<file path="config.mk">
export PLATFORM = sky130hd
export DESIGN_NAME = irq_status_unit
export DESIGN_NICKNAME = d
export VERILOG_FILES = /design/src/rtl/irq_status_unit.sv
export SDC_FILE = /design/constraint.sdc
export NUM_CORES = 1
export LEC_CHECK = 0
export BUFFER_PORTS_ARGS = -buffer_cell sky130_fd_sc_hd__buf_2
export CORE_MARGIN = 8
export CORE_UTILIZATION = 50
export CTS_CLUSTER_SIZE = 12
export DETAILED_ROUTE_END_ITERATION = 10
export MAX_ROUTING_LAYER = met4
export PLACE_DENSITY_LB_ADDON = 0.05
export SYNTH_ARGS = -nofsm -noshare
export SYNTH_HDL_FRONTEND = slang
export SYNTH_SLANG_ARGS = --single-unit
</file>
<file path="constraint.sdc">
create_clock -name clk -period 1.45 [get_ports clk]
set_input_delay 0.145 -clock clk [delete_from_list [all_inputs] [get_ports clk]]
set_output_delay 0.145 -clock clk [all_outputs]
set_load 0.02 [all_outputs]
</file>
<file path="src/rtl/irq_status_unit.sv">
module irq_status_unit #(
  parameter int DW = 16,
  parameter int AW = 2,
  parameter logic [DW-1:0] STICKY_BITS = 16'h6F1F,
  parameter logic [DW-1:0] ENA_BITS    = 16'h601F,
  parameter logic [DW-1:0] WAKE_BITS   = 16'h636F,
  parameter int BUSY_POS = 12
) (
  input  logic          clk,
  input  logic          rst_n,
  input  logic          reg_sel,
  input  logic          reg_wr,
  input  logic [AW-1:0] reg_addr,
  input  logic [DW-1:0] reg_wdata,
  output logic [DW-1:0] reg_rdata,
  input  logic [DW-1:0] evt_set,
  input  logic          evt_gcall,
  input  logic          evt_start,
  input  logic          evt_bfree,
  input  logic          bus_busy,
  output logic          irq,
  output logic          wake_req
);
  localparam logic [AW-1:0] A_STAT = AW'(0);
  localparam logic [AW-1:0] A_ENA  = AW'(1);
  localparam logic [AW-1:0] A_WAKE = AW'(2);

  logic [DW-1:0] stat_q, en_q, wk_q;
  logic [DW-1:0] clr_vec, stat_view, wk_src;
  logic          wr_stat, wr_ena, wr_wake;

  assign wr_stat = reg_sel && reg_wr && (reg_addr == A_STAT);
  assign wr_ena  = reg_sel && reg_wr && (reg_addr == A_ENA);
  assign wr_wake = reg_sel && reg_wr && (reg_addr == A_WAKE);
  assign clr_vec = wr_stat ? reg_wdata : '0;

  always_ff @(posedge clk) begin
    if (!rst_n) begin
      stat_q <= '0;
      en_q   <= '0;
      wk_q   <= '0;
    end else begin
      stat_q <= ((stat_q & ~clr_vec) | evt_set) & STICKY_BITS;
      if (wr_ena)  en_q <= reg_wdata & ENA_BITS;
      if (wr_wake) wk_q <= reg_wdata & WAKE_BITS;
    end
  end

  always_comb begin
    stat_view = stat_q;
    stat_view[BUSY_POS] = bus_busy;
  end

  always_comb begin
    unique case (reg_addr)
      A_STAT:  reg_rdata = stat_view;
      A_ENA:   reg_rdata = en_q;
      A_WAKE:  reg_rdata = wk_q;
      default: reg_rdata = '0;
    endcase
  end

  assign irq = |(stat_q & en_q);

  always_comb begin
    wk_src     = stat_q & 16'h6207;
    wk_src[3]  = stat_q[3] | stat_q[4];
    wk_src[5]  = evt_gcall;
    wk_src[6]  = evt_start;
    wk_src[8]  = evt_bfree;
  end

  assign wake_req = |(wk_src & wk_q);
endmodule


</file>
==> run summary, run 1 <==
simple-gate share of the synthesized area -> 0.1848
Fin. Hold Viols -> 0
largest net degree at the start of global routing -> 29
Tcrit/Tclk final -> 1.084
RSZ-0062 raised after global routing -> true
initial antenna violation count -> 0
placed cell area -> 0.001658 mm2
Die X -> 68.82 um
# port buffers -> 49
cell taking the most area after synthesis -> dfxtp_1
Setup WS post-layout -> -0.1222 ns
Netlist cell types -> 29
GRT overflow -> 0
multi-input logic area -> 725.7 um2
critical path's slowest cell -> dfxtp_2
Initial Utilization -> 0.5148
adder-cell share of the synthesized area -> 0
WS Path Type -> flop to primary output
Final Critical Period -> 1.572 ns
Clock transition at path regs -> 0.16 ns
Routed Antenna Nets -> 0
max incr delay on CP -> 0.35 ns
clock sink count -> 28
vias per inst -> 5.417
Max H-tree Level -> 1
IO Pins -> 60
Post-Synthesis Cell Area -> 0.001395 mm2
P&R area growth vs syn -> 28.88%
Setup WS pre-CTS -> 0.1910 ns
Yosys reg bits -> 28
critical path peak fanout -> 2
largest cells by area after synthesis -> dfxtp_1 40%, mux2i_1 11%, nand2_1 7.0%
DP HPWL -> 2790 um
Worst Skew -> 0 ns
Worst Path Required -> 1.31 ns
failing checks -> negative setup slack
Num CTS Buffers -> 3
crit-path cells -> a22o_1, a221oi_2, nand4_1, buf_6
HP Class -> input pin to flop
drt drc -> 0
final WL -> 3831 um
vias in the first global route -> 1,334
utilization after layout -> 0.6634
main combinational cell family by area after synthesis -> compound AO/OA/AOI/OAI gates
cell family with most CP delay -> compound AO/OA/AOI/OAI gates
instance count of the mapped netlist -> 162
FF+latch area -> 566.8 um2
Max Slew Vio Count -> 0
DIE HEIGHT -> 68.82 um
pwr dens -> 821.9 mW/mm2
crit path buf inv count -> 1
Post-synth EDFFs -> 0
CTS Root Cell -> clkbuf_4
Nets -> 264
Longest Clk Path Bufs -> 2
first-pass GRT wire length -> 5823 um
Non-Filler Instances -> 252
drt first pass iters -> 4
Post-Synth XOR/XNOR Area -> 0
compound-gate portion of the synthesized area -> 0.2108
worst-case vdd ir drop -> 0.5414 mV
count leader, synth -> dfxtp_1
Max-Cap Viols -> 0
Syn. warnings -> 0
DIE AREA -> 0.004736 mm2
CP Launch Type -> flop
Leakage -> 0.8849 nW
share of the synthesized area in the top cell type -> 0.4018
Fin Hold WS -> 0.01045 ns
vias -> 1,365
Finish-stage setup viols -> 2
Fill cells -> 244
ys flop type -> dfxtp_1
share of cells above drive strength 1 -> 0.3213
ys async rst share -> 0
CP Capture Type -> primary output
WL/cell -> 15.20 um
total power -> 1.478 mW
worst-skew pair later-pin latency -> 0.33 ns
gpl congestion -> 0.8355
Initial DRC Count -> 41
CTS tree -> yes
FMAX -> 636.0 MHz
Final Instance Area -> 0.001798 mm2
Post-Syn Area per Cell -> 8.612 um2
GR Util All Layers -> 0.1626
CP arrival -> 1.43 ns
post-synthesis mux area share -> 0.1148
sequential share of the synthesized area -> 0.4018
core box area -> 0.002710 mm2
row count -> 19
Post-synth top cells -> 28 x dfxtp_1, 26 x nand2_1, 18 x o21ai_0, 16 x mux2i_1
Total Neg Setup Slack -> -0.1780 ns
Placed Cells incl. Taps -> 239
diode count -> 0
status -> complete, but fails checks
power by group:
group	switching [mW]	internal [mW]	total [mW]
logic	0.136	0.124	0.260
registers	0.0273	0.804	0.831
clock network	0.232	0.154	0.386
sequential cells by signal (all words and copies together) (netlist names):
register and cells:
stat_q 11, wk_q 10, en_q 7
timing repair:
action                                 CTS  global route
pin swaps                                2             2
gates cloned                             0             0
hold buffers                             6             1
buffers inserted                         2             0
setup endpoints to repair                2             4
endpoints found under the hold margin    6             1
gates resized for setup                  5             3
cells in the final DEF, fill, tap and decap left out:
master          n
nor2b_1         8
nand4b_1        1
dfxtp_2         5
a21boi_1        8
nor2_1          3
and2_1          3
a222oi_1        2
mux2i_1        16
buf_2          48
and3_4          1
a22o_1          1
dlygate4sd3_1   7
nand4b_2        1
a31oi_1        11
o21ai_0        18
a21boi_0        2
conb_1          2
nand2_1        26
inv_1          11
and3b_1         2
clkbuf_4        3
nand4_1         1
buf_6           1
dfxtp_1        23
a221oi_2        1
and4b_1         1
nand3_1         1
nor2_2          1
clkbuf_8        1
buf_4           9
a22oi_1         3
cells by family after synthesis:
| logic type | Yosys count |
|---|---|
| simple gates | 49 |
| buf+inv | 22 |
| flops | 28 |
| compound gates | 46 |
| other cells | 1 |
| mux | 16 |
metal layers:
metal  track usage  wire, um
met5             -         0
met4       0.04762        16
met3       0.03069       370
met2        0.2915      1888
met1        0.1784      1556
path summary, 6_finish.rpt:
| check | from | end | cells after the start | slack (ns) |
|---|---|---|---|---|
| setup / recovery | wk_q[1]$_SDFFE_PN0P_ | wake_req | 4 | -0.12 |
| hold / removal | reg_wdata[2] | stat_q[2]$_SDFF_PN0_ | 2 | 0.01 |
| setup reg to reg | stat_q[1]$_SDFF_PN0_ | stat_q[1]$_SDFF_PN0_ | 3 | 0.64 |
| hold reg to reg | wk_q[3]$_SDFFE_PN0P_ | wk_q[3]$_SDFFE_PN0P_ | 2 | 0.48 |
cell type report:
type / instances / share of cell area
tap: 31 / 0.02157
clock buffer: 4 / 0.02018
inverter: 11 / 0.02296
timing repair buffer: 65 / 0.2164
sequential: 28 / 0.3152
multi-input combinational: 113 / 0.4036
No activity file was read; power rests on OpenSTA's default activity.
==> run 2: changes to the inputs <==
--- a/config.mk
+++ b/config.mk
@@ -6,12 +6,13 @@
 export NUM_CORES = 1
 export LEC_CHECK = 0
 export BUFFER_PORTS_ARGS = -buffer_cell sky130_fd_sc_hd__buf_2
+export CORE_ASPECT_RATIO = 0.5
 export CORE_MARGIN = 8
 export CORE_UTILIZATION = 50
 export CTS_CLUSTER_SIZE = 12
 export DETAILED_ROUTE_END_ITERATION = 10
 export MAX_ROUTING_LAYER = met4
-export PLACE_DENSITY_LB_ADDON = 0.05
+export PLACE_DENSITY = 0.83
 export SYNTH_ARGS = -nofsm -noshare
 export SYNTH_HDL_FRONTEND = slang
 export SYNTH_SLANG_ARGS = --single-unit
==> constraint.sdc (replaced) <==
create_clock -name clk -period 1.45 [get_ports clk]
set_input_delay 0.145 -clock clk [delete_from_list [all_inputs] [get_ports clk]]
set_output_delay 0.145 -clock clk [all_outputs]
set_load 0.05 [all_outputs]
==> run summary, run 2 (same netlist as run 1, synthesis figures left out) <==
core box area -> 0.002619 mm2
Internal -> 1.159 mW
switching share of power -> 0.2845
Largest register FFs -> 11
max incr delay on CP -> 0.33 ns
Fin. Hold Viols -> 0
critical path's slowest cell -> dfxtp_2
gpl congestion -> 0.7856
Initial Utilization -> 0.5327
Leakage -> 0.8537 nW
Tcrit/Tclk final -> 1.033
vias per inst -> 5.454
drt drc -> 0
CP Capture Type -> primary output
CTS tree -> yes
GRT overflow -> 0
CP Launch Type -> flop
Finish-stage setup viols -> 2
Max Slew Vio Count -> 0
P&R area growth vs syn -> 25.11%
Worst Path Required -> 1.31 ns
Setup WS post-layout -> -0.04804 ns
utilization after layout -> 0.6665
most frequent cells in the layout -> 46 x buf_2, 26 x nand2_1, 25 x dfxtp_1, 16 x mux2i_1, 12 x o21ai_0
vias in the first global route -> 1,340
Initial DRC Count -> 90
status -> complete, but fails checks
largest net degree at the start of global routing -> 29
first-pass GRT wire length -> 6147 um
crit-path cells -> a22o_1, a221oi_2, nand4_1, buf_6
row count -> 13
Die X -> 90.70 um
share of cells above drive strength 1 -> 0.3160
RSZ-0062 raised after global routing -> true
GR Util All Layers -> 0.1616
final WL -> 3759 um
Fill cells -> 211
vias -> 1,358
WS Path Type -> flop to primary output
Largest regs -> stat_q (11), wk_q (10), en_q (7)
Clock transition at path regs -> 0.09 ns
Routed Antenna Nets -> 0
critical path peak fanout -> 2
initial antenna violation count -> 0
Sw Pwr -> 0.4610 mW
clock sink count -> 28
IO Pins -> 60
CTS Root Cell -> clkbuf_8
pwr dens -> 928.3 mW/mm2
worst-skew pair later-pin latency -> 0.28 ns
largest reg by FF count -> stat_q
DIE AREA -> 0.004839 mm2
diode count -> 0
Setup WS pre-CTS -> 0.1531 ns
DP HPWL -> 2744 um
Placed Cells incl. Taps -> 243
HP Class -> input pin to flop
Non-Filler Instances -> 249
worst-case vdd ir drop -> 0.6095 mV
Seq pwr share -> 0.513
Max H-tree Level -> 1
DIE HEIGHT -> 53.35 um
failing checks -> negative setup slack
Num CTS Buffers -> 3
drt first pass iters -> 4
most common cell after layout, fill and taps aside -> buf_2
clock group share of total power -> 0.305
Final Critical Period -> 1.498 ns
Logic pwr share -> 0.183
Max-Cap Viols -> 0
# port buffers -> 49
Longest Clk Path Bufs -> 2
WL/cell -> 15.10 um
Worst Skew -> 0 ns
Nets -> 255
# hold bufs at CTS -> 0
CP arrival -> 1.35 ns
FMAX -> 667.5 MHz
==> run 2: power by group through the flow <==
stage / Combinational, mW / Clock, mW / Sequential (mW)
final: 0.296 / 0.494 / 0.830
after global routing: 0.321 / 0.541 / 0.835
after CTS: 0.295 / 0.505 / 0.829
after detailed placement: 0.283 / 0 / 0.846
after global placement: 0.277 / 0 / 0.845
after floorplan: 0.195 / 0 / 0.837
==> run 2: worst paths after layout <==
kind                      endpoint            startpoint  slack [ns]  cells after the start
max reg2reg   stat_q[1]$_SDFF_PN0_  stat_q[1]$_SDFF_PN0_        0.66                      3
min reg2reg   wk_q[3]$_SDFFE_PN0P_  wk_q[3]$_SDFFE_PN0P_        0.48                      2
max                       wake_req  wk_q[1]$_SDFFE_PN0P_       -0.05                      4
min          stat_q[10]$_SDFF_PN0_         reg_wdata[10]        0.03                      2
==> run 2: layer usage <==
metal | vias up | track usage | wire [um]
met5 | - | - | 0
met4 | 0 | 0.06812 | 78
met3 | 9 | 0.05493 | 277
met2 | 53 | 0.2716 | 1768
met1 | 635 | 0.1765 | 1635
li1 | 661 | - | -
==> run 2: layout make-up <==
cell class	instances	area (um2)	area share
inverter	11	41.29	0.02366
clock buffer	4	55.05	0.03154
sequential	28	564.3	0.3233
tap	37	46.29	0.02652
multi-input combinational	113	725.7	0.4158
timing repair buffer	56	312.8	0.1792
==> run 2: worst max-delay path, delay by kind of cell (launching register included) <==
| kind | cells | cell delay, ns |
|---|---|---|
| AO/OA/AOI/OAI | 2 | 0.43 |
| buffers and inverters | 1 | 0.18 |
| flip-flops | 1 | 0.33 |
| AND/OR/NAND/NOR | 1 | 0.13 |
==> run 2: per-stage QoR <==
step           cell area [um2]  TNS (ns)  power, mW  hold WS [ns]
2_1_floorplan             1399         0      1.032        0.2455
3_3_place_gp              1650         0      1.121        0.3309
3_5_place_dp              1650         0      1.129        0.3376
4_1_cts                   1742  -0.06821      1.629       0.02917
5_1_grt                   1745   -0.2125      1.697       0.02982
6_report                  1745  -0.08793      1.620       0.03112
==> run 2: repair_timing <==
item / CTS / global route
pin swaps: 4 / 1
setup buffers: 2 / 0
gates resized for setup: 7 / 2
endpoints found under the setup margin: 2 / 3
==> run 3: changes to the inputs <==
--- a/config.mk
+++ b/config.mk
@@ -5,14 +5,16 @@
 export SDC_FILE = /design/constraint.sdc
 export NUM_CORES = 1
 export LEC_CHECK = 0
+export ABC_CLOCK_PERIOD_IN_PS = 1450
 export BUFFER_PORTS_ARGS = -buffer_cell sky130_fd_sc_hd__buf_2
-export CORE_ASPECT_RATIO = 0.5
+export CORE_ASPECT_RATIO = 1.75
 export CORE_MARGIN = 8
 export CORE_UTILIZATION = 50
 export CTS_CLUSTER_SIZE = 12
 export DETAILED_ROUTE_END_ITERATION = 10
 export MAX_ROUTING_LAYER = met4
 export PLACE_DENSITY = 0.83
+export SETUP_SLACK_MARGIN = 0.02
 export SYNTH_ARGS = -nofsm -noshare
 export SYNTH_HDL_FRONTEND = slang
 export SYNTH_SLANG_ARGS = --single-unit
==> run summary, run 3 (same netlist as run 1, synthesis figures left out) <==
status -> complete, but fails checks
failing checks -> negative setup slack
most common cell after layout, fill and taps aside -> buf_2
Num CTS Buffers -> 3
CP arrival -> 1.39 ns
most frequent cells in the layout -> 47 x buf_2, 27 x dfxtp_1, 26 x nand2_1, 16 x mux2i_1, 12 x o21ai_0
Setup WS post-layout -> -0.08067 ns
HP Class -> input pin to flop
CP Launch Type -> flop
Fin Hold WS -> 0.05264 ns
FMAX -> 653.3 MHz
Largest regs -> stat_q (11), wk_q (10), en_q (7)
Met1 Wirelength -> 1358 um
GRT overflow -> 0
hold depth -> 2
DP HPWL -> 2867 um
flop2flop setup slack -> 0.67 ns
initial antenna violation count -> 0
Largest register FFs -> 11
Tcrit/Tclk final -> 1.056
row count -> 25
diode count -> 0
P&R area growth vs syn -> 22.87%
largest reg by FF count -> stat_q
drt drc -> 0
pwr dens -> 895.9 mW/mm2
vias in the first global route -> 1,427
multi-input logic area -> 725.7 um2
drt first pass iters -> 4
Initial Utilization -> 0.5186
WL/cell -> 16.07 um
CTS Root Cell -> clkbuf_8
Hold Startpoint -> reg_wdata[11]
Fin. Hold Viols -> 0
largest net degree at the start of global routing -> 29
Sw Pwr -> 0.4355 mW
Die X -> 55.93 um
vias per inst -> 5.618
Fill cells -> 244
CTS tree -> yes
Initial DRC Count -> 39
Max Slew Vio Count -> 0
worst-case vdd ir drop -> 0.6184 mV
# port buffers -> 49
GR Util All Layers -> 0.1571
FF-to-FF Start -> stat_q[1]$_SDFF_PN0_
clock group share of total power -> 0.268
DIE AREA -> 0.004803 mm2
Logic pwr share -> 0.193
Worst Skew -> 0 ns
CP Capture Type -> primary output
DIE HEIGHT -> 85.88 um
Routed Antenna Nets -> 0
first-pass GRT wire length -> 6203 um
WL met2 -> 2157 um
Internal -> 1.100 mW
Max-Cap Viols -> 0
gpl congestion -> 0.8451
share of cells above drive strength 1 -> 0.3033
FF+latch area -> 561.8 um2
uppermost layer routed -> met4
RSZ-0062 raised after global routing -> true
Nets -> 255
Seq pwr share -> 0.539
final WL -> 3824 um
vias -> 1,337
Clock transition at path regs -> 0.09 ns
Finish-stage setup viols -> 2
core box area -> 0.002690 mm2
Setup WS pre-CTS -> 0.1682 ns
Longest Clk Path Bufs -> 2
utilization after layout -> 0.6372
worst-skew pair later-pin latency -> 0.27 ns
IO Pins -> 60
DR WL met3 -> 216 um
switching share of power -> 0.2836
WS Path Type -> flop to primary output
Leakage -> 0.8465 nW
FF-to-FF End -> stat_q[1]$_SDFF_PN0_
critical path peak fanout -> 2
clock sink count -> 28
Worst Path Required -> 1.31 ns
Max H-tree Level -> 1
r2r worst-path depth -> 3
Final Critical Period -> 1.531 ns
Hold Crit Endpoint -> stat_q[11]$_SDFF_PN0_
==> run 3: final cells by class <==
type,instances,share of cell area
Multi-Input combinational cell,113,0.4234
Sequential cell,28,0.3277
Tap cell,27,0.01971
Inverter,11,0.02409
Clock buffer,3,0.02409
Timing Repair Buffer,56,0.1810
==> run 3: worst max-delay path by stage <==
stage / from / endpoint / slack (ns) / cells after the start
after floorplan: reg_addr[1] / reg_rdata[0] / 0.05 / 4
after global placement: stat_q[1]$_SDFF_PN0_ / wake_req / 0.17 / 4
after detailed placement: stat_q[1]$_SDFF_PN0_ / wake_req / 0.17 / 4
after CTS: wk_q[1]$_SDFFE_PN0P_ / wake_req / -0.06 / 4
after global routing: wk_q[1]$_SDFFE_PN0P_ / wake_req / -0.13 / 4
final: wk_q[1]$_SDFFE_PN0P_ / wake_req / -0.08 / 4
==> run 3: timing repair <==
item	in CTS	in global routing
hold buffers	0	0
pin swaps	5	1
setup buffers	1	0
resized for setup	6	0
endpoints found under the setup margin	2	2
==> run 3: through the flow <==
stage | power (mW) | TNS [ns] | area, um2 | cells
floorplan | 1.032 | 0 | 1399 | 163
global placement | 1.127 | 0 | 1645 | 234
detailed placement | 1.134 | 0 | 1645 | 234
CTS | 1.547 | -0.1105 | 1714 | 238
global route | 1.604 | -0.2230 | 1714 | 238
finish | 1.536 | -0.1533 | 1714 | 238
==> run 3: routing by layer <==
layer,global-route usage,vias up
li1,-,661
met3,0.03994,8
met1,0.1509,623
met4,0.08791,0
met2,0.2777,45
met5,-,-
==> run 3: critical path, stage by stage, from the launching register on <==
cell      delay (ns)
dfxtp_2         0.33
a22o_1          0.26
a221oi_2        0.19
nand4_1         0.15
buf_6           0.19
==> run 3: power groups by stage <==
stage / Combinational (mW) / Sequential, mW / Clock [mW]
final: 0.296 / 0.828 / 0.411
after global routing: 0.320 / 0.832 / 0.451
after CTS: 0.298 / 0.827 / 0.421
after detailed placement: 0.289 / 0.845 / 0
after global placement: 0.283 / 0.844 / 0
after floorplan: 0.195 / 0.837 / 0
